<file path="config.mk">
export PLATFORM = sky130hd
export DESIGN_NAME = vra_sequencer
export DESIGN_NICKNAME = d
export VERILOG_FILES = /design/src/rtl/vra_pkg.sv /design/src/rtl/vra_poll_budget.sv /design/src/rtl/vra_txn_port.sv /design/src/rtl/vra_sequencer.sv
export SDC_FILE = /design/constraint.sdc
export NUM_CORES = 1
export LEC_CHECK = 0
export ABC_AREA = 1
export BUFFER_PORTS_ARGS = -buffer_cell sky130_fd_sc_hd__buf_4
export CAP_MARGIN = 20
export CORE_MARGIN = 2
export CORE_UTILIZATION = 50
export CTS_BUF_LIST = sky130_fd_sc_hd__clkbuf_8
export DETAILED_ROUTE_END_ITERATION = 10
export PLACE_DENSITY = 0.74
export SYNTH_ARGS = -nofsm -noshare
export SYNTH_HDL_FRONTEND = slang
export SYNTH_SLANG_ARGS = --single-unit
</file>
<file path="constraint.sdc">
create_clock -name clk -period 1.2 [get_ports clk]
set_input_delay 0 -clock clk [delete_from_list [all_inputs] [get_ports clk]]
set_output_delay 0 -clock clk [all_outputs]
set_load 0.03 [all_outputs]
</file>
<file path="src/rtl/vra_pkg.sv">
package vra_pkg;

    // Physical register addresses of the sensor
    localparam logic [7:0] REG_STATUS  = 8'h00;
    localparam logic [7:0] REG_INBOUND = 8'h01;
    localparam logic [7:0] REG_OUTBND  = 8'h02;

    // Status bit positions
    localparam int TX_PEND_BIT = 1;
    localparam int RX_RDY_BIT  = 0;

    typedef enum logic [2:0] {
        ST_IDLE,
        ST_WAIT_TX_A,
        ST_PUT_ADDR,
        ST_WAIT_TX_D,
        ST_PUT_DATA,
        ST_WAIT_RX,
        ST_GET_DATA
    } seq_state_e;

    typedef enum logic [1:0] {
        TP_IDLE,
        TP_REQ,
        TP_RSP
    } txn_state_e;

endpackage

</file>
<file path="src/rtl/vra_poll_budget.sv">
module vra_poll_budget #(
    parameter int MAX_POLLS = 16
) (
    input  logic clk,
    input  logic rst_n,
    input  logic clear,
    input  logic miss,
    output logic last
);
    localparam int CNT_W = (MAX_POLLS > 1) ? $clog2(MAX_POLLS) : 1;
    localparam logic [CNT_W-1:0] LAST_VAL = CNT_W'(MAX_POLLS - 1);

    logic [CNT_W-1:0] cnt_d, cnt_q;

    assign last = (cnt_q == LAST_VAL);

    always_comb begin
        cnt_d = cnt_q;
        if (clear) begin
            cnt_d = '0;
        end else if (miss && !last) begin
            cnt_d = cnt_q + 1'b1;
        end
    end

    always_ff @(posedge clk or negedge rst_n) begin
        if (!rst_n) begin
            cnt_q <= '0;
        end else begin
            cnt_q <= cnt_d;
        end
    end
endmodule

</file>
<file path="src/rtl/vra_txn_port.sv">
module vra_txn_port
    import vra_pkg::*;
#(
    parameter int DATA_W = 8
) (
    input  logic              clk,
    input  logic              rst_n,
    input  logic              start,
    input  logic              start_wr,
    input  logic [7:0]        start_addr,
    input  logic [DATA_W-1:0] start_wdata,
    output logic              idle,
    output logic              fin,
    output logic              bus_req_valid,
    input  logic              bus_req_ready,
    output logic              bus_req_write,
    output logic [7:0]        bus_req_addr,
    output logic [DATA_W-1:0] bus_req_wdata,
    input  logic              bus_rsp_valid
);
    typedef struct packed {
        txn_state_e        st;
        logic              wr;
        logic [7:0]        addr;
        logic [DATA_W-1:0] wdata;
    } txn_regs_t;

    txn_regs_t d, q;

    assign idle          = (q.st == TP_IDLE);
    assign bus_req_valid = (q.st == TP_REQ);
    assign bus_req_write = q.wr;
    assign bus_req_addr  = q.addr;
    assign bus_req_wdata = q.wdata;

    always_comb begin
        d   = q;
        fin = 1'b0;
        case (q.st)
            TP_IDLE: begin
                if (start) begin
                    d.st    = TP_REQ;
                    d.wr    = start_wr;
                    d.addr  = start_addr;
                    d.wdata = start_wdata;
                end
            end
            TP_REQ: begin
                if (bus_req_ready) begin
                    d.st = TP_RSP;
                end
            end
            TP_RSP: begin
                if (bus_rsp_valid) begin
                    d.st = TP_IDLE;
                    fin  = 1'b1;
                end
            end
            default: d.st = TP_IDLE;
        endcase
    end

    always_ff @(posedge clk or negedge rst_n) begin
        if (!rst_n) begin
            q <= '{st: TP_IDLE, wr: 1'b0, addr: '0, wdata: '0};
        end else begin
            q <= d;
        end
    end
endmodule

</file>
<file path="src/rtl/vra_sequencer.sv">
module vra_sequencer
    import vra_pkg::*;
#(
    parameter int MAX_POLLS = 16,
    parameter int DATA_W    = 8
) (
    input  logic              clk,
    input  logic              rst_n,
    input  logic              cmd_valid,
    output logic              cmd_ready,
    input  logic              cmd_write,
    input  logic [DATA_W-1:0] cmd_addr,
    input  logic [DATA_W-1:0] cmd_wdata,
    output logic              done,
    output logic              done_err,
    output logic [DATA_W-1:0] rdata,
    output logic              bus_req_valid,
    input  logic              bus_req_ready,
    output logic              bus_req_write,
    output logic [7:0]        bus_req_addr,
    output logic [DATA_W-1:0] bus_req_wdata,
    input  logic              bus_rsp_valid,
    input  logic [DATA_W-1:0] bus_rsp_rdata
);
    localparam logic [DATA_W-1:0] WR_FLAG    = {1'b1, {(DATA_W-1){1'b0}}};
    localparam logic [DATA_W-1:0] INDEX_MASK = ~WR_FLAG;

    typedef struct packed {
        seq_state_e        state;
        logic              issued;
        logic              wr;
        logic [DATA_W-1:0] vaddr;
        logic [DATA_W-1:0] wdata;
        logic [DATA_W-1:0] rdata;
        logic              done;
        logic              err;
    } seq_regs_t;

    seq_regs_t d, q;

    logic              t_start, t_wr, t_idle, t_fin;
    logic [7:0]        t_addr;
    logic [DATA_W-1:0] t_wdata;
    logic              pb_clear, pb_miss, pb_last;
    logic              tx_pend, rx_rdy;

    assign tx_pend = bus_rsp_rdata[TX_PEND_BIT];
    assign rx_rdy  = bus_rsp_rdata[RX_RDY_BIT];

    vra_txn_port #(.DATA_W(DATA_W)) u_txn (
        .clk           (clk),
        .rst_n         (rst_n),
        .start         (t_start),
        .start_wr      (t_wr),
        .start_addr    (t_addr),
        .start_wdata   (t_wdata),
        .idle          (t_idle),
        .fin           (t_fin),
        .bus_req_valid (bus_req_valid),
        .bus_req_ready (bus_req_ready),
        .bus_req_write (bus_req_write),
        .bus_req_addr  (bus_req_addr),
        .bus_req_wdata (bus_req_wdata),
        .bus_rsp_valid (bus_rsp_valid)
    );

    vra_poll_budget #(.MAX_POLLS(MAX_POLLS)) u_budget (
        .clk   (clk),
        .rst_n (rst_n),
        .clear (pb_clear),
        .miss  (pb_miss),
        .last  (pb_last)
    );

    assign cmd_ready = (q.state == ST_IDLE);
    assign done      = q.done;
    assign done_err  = q.err;
    assign rdata     = q.rdata;

    always_comb begin
        d        = q;
        d.done   = 1'b0;
        d.err    = 1'b0;
        t_start  = 1'b0;
        t_wr     = 1'b0;
        t_addr   = REG_STATUS;
        t_wdata  = '0;
        pb_clear = 1'b0;
        pb_miss  = 1'b0;

        // physical transaction selected by the current step
        case (q.state)
            ST_PUT_ADDR: begin
                t_wr    = 1'b1;
                t_addr  = REG_INBOUND;
                t_wdata = q.wr ? (q.vaddr | WR_FLAG) : q.vaddr;
            end
            ST_PUT_DATA: begin
                t_wr    = 1'b1;
                t_addr  = REG_INBOUND;
                t_wdata = q.wdata;
            end
            ST_GET_DATA: begin
                t_addr  = REG_OUTBND;
            end
            default: begin
                t_addr  = REG_STATUS;
            end
        endcase

        if (q.state != ST_IDLE && !q.issued && t_idle) begin
            t_start  = 1'b1;
            d.issued = 1'b1;
        end

        if (q.state == ST_IDLE) begin
            if (cmd_valid) begin
                d.state  = ST_WAIT_TX_A;
                d.wr     = cmd_write;
                d.vaddr  = cmd_addr & INDEX_MASK;
                d.wdata  = cmd_wdata;
                d.issued = 1'b0;
                pb_clear = 1'b1;
            end
        end else if (t_fin) begin
            d.issued = 1'b0;
            case (q.state)
                ST_WAIT_TX_A, ST_WAIT_TX_D: begin
                    if (!tx_pend) begin
                        pb_clear = 1'b1;
                        d.state  = (q.state == ST_WAIT_TX_A) ? ST_PUT_ADDR : ST_PUT_DATA;
                    end else if (pb_last) begin
                        d.state = ST_IDLE;
                        d.done  = 1'b1;
                        d.err   = 1'b1;
                        d.rdata = '0;
                    end else begin
                        pb_miss = 1'b1;
                    end
                end
                ST_PUT_ADDR: begin
                    pb_clear = 1'b1;
                    d.state  = q.wr ? ST_WAIT_TX_D : ST_WAIT_RX;
                end
                ST_PUT_DATA: begin
                    d.state = ST_IDLE;
                    d.done  = 1'b1;
                    d.rdata = '0;
                end
                ST_WAIT_RX: begin
                    if (rx_rdy) begin
                        pb_clear = 1'b1;
                        d.state  = ST_GET_DATA;
                    end else if (pb_last) begin
                        d.state = ST_IDLE;
                        d.done  = 1'b1;
                        d.err   = 1'b1;
                        d.rdata = '0;
                    end else begin
                        pb_miss = 1'b1;
                    end
                end
                ST_GET_DATA: begin
                    d.state = ST_IDLE;
                    d.done  = 1'b1;
                    d.rdata = bus_rsp_rdata;
                end
                default: d.state = ST_IDLE;
            endcase
        end
    end

    always_ff @(posedge clk or negedge rst_n) begin
        if (!rst_n) begin
            q <= '{state: ST_IDLE, issued: 1'b0, wr: 1'b0, vaddr: '0,
                   wdata: '0, rdata: '0, done: 1'b0, err: 1'b0};
        end else begin
            q <= d;
        end
    end
endmodule

</file>
==> results.yml <==
place:
  io_buffer_count: 51
  hpwl_um: 3728
  placed_area_mm2: 0.003067
  place_inst: 401
  gp_congestion: 0.8780
grt:
  gr-total-overflow: 0
  grt_pass1_wl_um: 9984
  antenna_found_initial: 0
  grt_max_degree: 48
  grt_use_total: 0.2352
  grt_pass1_vias: 2209
clocking:
  cts_tree: "built"
  cts.sinks: 47
  path_clk_slew_ps: 90
  root_buffer: "clkbuf_8"
  htree_levels: 2
  clk_latency_ps: 300
  cts.path.max_buffers: 2
  cts_buffers: 5
min_path:
  hold_class: "in -> reg"
power:
  cellLeakagePower_nw: 1.961
  power.density_mw_per_mm2: 2102
  peakVddDrop_v: 0.001327
layout:
  syn_to_final_growth_pct: 52.71
  drive_above_1_share: 0.4720
  fill_cells: 291
  final_nets: 406
  final_cells: 442
  final_area_mm2: 0.003842
  diodes: 0
sta:
  skew_ps: 12.26
  setup_slack_ps: -188.9
  period_minus_slack_ps: 1389
  timing.final.crit_share: 1.157
  finalSetupViolCount: 47
  timing.fmax_mhz: 720.0
  hold_viol: 0
  tightestPinTransition_ps: 589.1
  finalMaxSlewViolations: 0
  relSlewSlack: 0.6073
  rsz0062_at_grt: "yes"
setup_path:
  crit_path_top_delay_cell: "dfrtp_2"
  path_delay_family: "simple AND/OR/NAND/NOR gates"
  critPathMaxFanout: 9
  crit_type: "reg -> reg"
  end_kind: "flip-flop"
  arrival_ps: 1570
  crit_chain: "inv_1 > nand3_2 > nand3_4 > nand2_4 > nor2_8 > nand2_4 > nand2_1 > nand2_1"
  start_kind: "flip-flop"
  path_buf_inv: 1
  required_ps: 1380
  max_stage_delay_ps: 460
floorplanning:
  initial_core_util: 0.5258
  dieArea_mm2: 0.005616
  io_pins: 59
  rows: 25
  chipWidth_um: 74.94
  die_height_um: 74.94
  core_mm2: 0.004786
status:
  violations: "negative setup slack"
  status: "complete, but fails checks"
route:
  viasPerCell: 5.050
  first_iter_violations: 198
  drc: 0
  drtAntennaViolNets: 0
  firstDrtPassIters: 5
  wl_um: 6915
  avgRoutedWirePerCell_um: 15.64
  vias: 2232
logic_synthesis:
  synthCells: 281
  seq_area_frac_synth: 0.4674
  syn_area_per_cell_um2: 8.954
  synth-seq-cells: 47
  synth_area_mm2: 0.002516
  ys_types: 33
  ys_warn_count: 0
job:
  max_cap_violations: 0
[power by group]
group / internal (mW) / switching, mW
sequential: 2.13 / 0.356
clock: 0.453 / 0.536
combinational: 1.98 / 2.63
total: 4.56 / 3.52
[flip-flops by register name, summed over array words and instances, names as in the netlist]
name                 cells
done                     1
done_err                 1
q                       20
rdata                    8
u_budget.cnt_q           4
u_txn.bus_req_addr       2
u_txn.bus_req_wdata      8
u_txn.bus_req_write      1
u_txn.q                  2
[metrics by stage]
stage               total power, mW  setup slack [ps]  hold slack (ps)    util  setup TNS [ps]
floorplan                     4.991            -76.89           -295.6       -           -1634
global placement              5.883            -103.8            42.33  0.6408           -2657
detailed placement            5.995            -147.6            41.76  0.6408           -4105
CTS                           7.473            -167.9            112.2  0.7613           -4489
global route                  8.508            -257.4            139.6  0.8029           -8402
finish                        8.076            -188.9            128.7  0.8029           -5323
[synth_stat cells]
| library cell | instances | area [µm²] |
|---|---|---|
| o31ai_1 | 1 | 7.510 |
| ha_1 | 1 | 12.51 |
| nand4_1 | 7 | 43.79 |
| o21ai_0 | 20 | 100.1 |
| nand2_2 | 2 | 12.51 |
| o21ai_1 | 1 | 5.000 |
| nand2_1 | 66 | 247.7 |
| a21oi_2 | 1 | 8.760 |
| o21ai_2 | 7 | 61.31 |
| inv_1 | 37 | 138.9 |
| nor3b_1 | 1 | 7.510 |
| conb_1 | 1 | 3.750 |
| a21oi_1 | 1 | 5.000 |
| inv_2 | 2 | 7.510 |
| nand3_2 | 2 | 20.02 |
| buf_6 | 6 | 67.56 |
| a21o_1 | 1 | 7.510 |
| nand3_1 | 21 | 105.1 |
| buf_4 | 25 | 187.7 |
| o22ai_1 | 7 | 43.79 |
| xor2_1 | 1 | 8.760 |
| nand2_4 | 5 | 56.30 |
| nor2_1 | 3 | 11.26 |
| inv_4 | 3 | 18.77 |
| nand4_2 | 2 | 25.02 |
| nand3_4 | 2 | 35.03 |
| or2_0 | 1 | 6.260 |
| a211oi_2 | 1 | 12.51 |
| nor2_4 | 1 | 11.26 |
| mux2_2 | 1 | 11.26 |
| buf_2 | 2 | 10.01 |
| nor2_8 | 2 | 40.04 |
| dfrtp_1 | 47 | 1176 |
[layer usage]
metal  global-route usage  part of all wire
met5                    0                 0
met4              0.08929             0.019
met3              0.05355             0.049
met2               0.4074              0.54
met1               0.2851              0.39
[timing repair]
item,4_1_cts,5_1_grt
gates cloned,2,1
setup buffers,2,2
hold buffers,27,0
pin swaps,8,7
hold endpoints to repair,73,0
gates resized for setup,49,42
endpoints found under the setup margin,46,48
[cells in the final DEF, fill, tap and decap left out, types with 2 or more instances in the layout]
master / instances
clkbuf_8: 6
nand4_1: 7
buf_4: 71
inv_2: 3
dfrtp_1: 44
o21ai_0: 4
buf_12: 5
nand2_2: 6
dfrtp_2: 3
o21ai_2: 16
dlygate4sd3_1: 27
conb_1: 6
nand3_4: 5
nor2_8: 2
nand3_2: 9
buf_6: 8
nand2_1: 50
nor2_1: 3
inv_1: 34
o22ai_2: 6
nand3_1: 11
nand2_4: 16
o21ai_1: 8
[cells by family (layout without fill, tap and decap cells)]
| group | after synthesis | after routing | synth area share |
|---|---|---|---|
| fa+ha+maj | 1 | 1 | 0.004972 |
| buf+inv | 75 | 164 | 0.1711 |
| flops | 47 | 47 | 0.4674 |
| xor+xnor | 1 | 1 | 0.003481 |
| mux | 1 | 1 | 0.004475 |
| simple gates | 115 | 115 | 0.2471 |
| compound gates | 40 | 40 | 0.09995 |
| other cells | 1 | 6 | 0.001490 |
[final cells by class]
class	count	area, µm²	share of cell area
clock buffer	6	82.58	0.02149
clock inverter	1	5.005	0.001303
inverter	42	188.9	0.04917
multi-input combinational	164	1236	0.3217
sequential	47	1180	0.3071
tap	67	83.83	0.02182
timing repair buffer	115	1066	0.2774
[path summary, 6_finish.rpt]
check                           endpoint  depth (start not counted)  startpoint  slack (ps)
worst max-delay path            rdata[3]                          8       q[28]        -190
worst min-delay path               q[28]                          4   cmd_valid         130
worst max register to register  rdata[3]                          8       q[28]        -190
worst min register to register  rdata[1]                          2    rdata[1]         480
max in group asynchronous          q[30]                          2       rst_n         510
min in group asynchronous          q[24]                          2       rst_n         260
[tightest hold or removal path, delay by kind of cell]
kind,cells,cell delay [ps]
buffers and inverters,2,240
and+or+nand+nor,2,150
(Power assumes the default switching activity.)
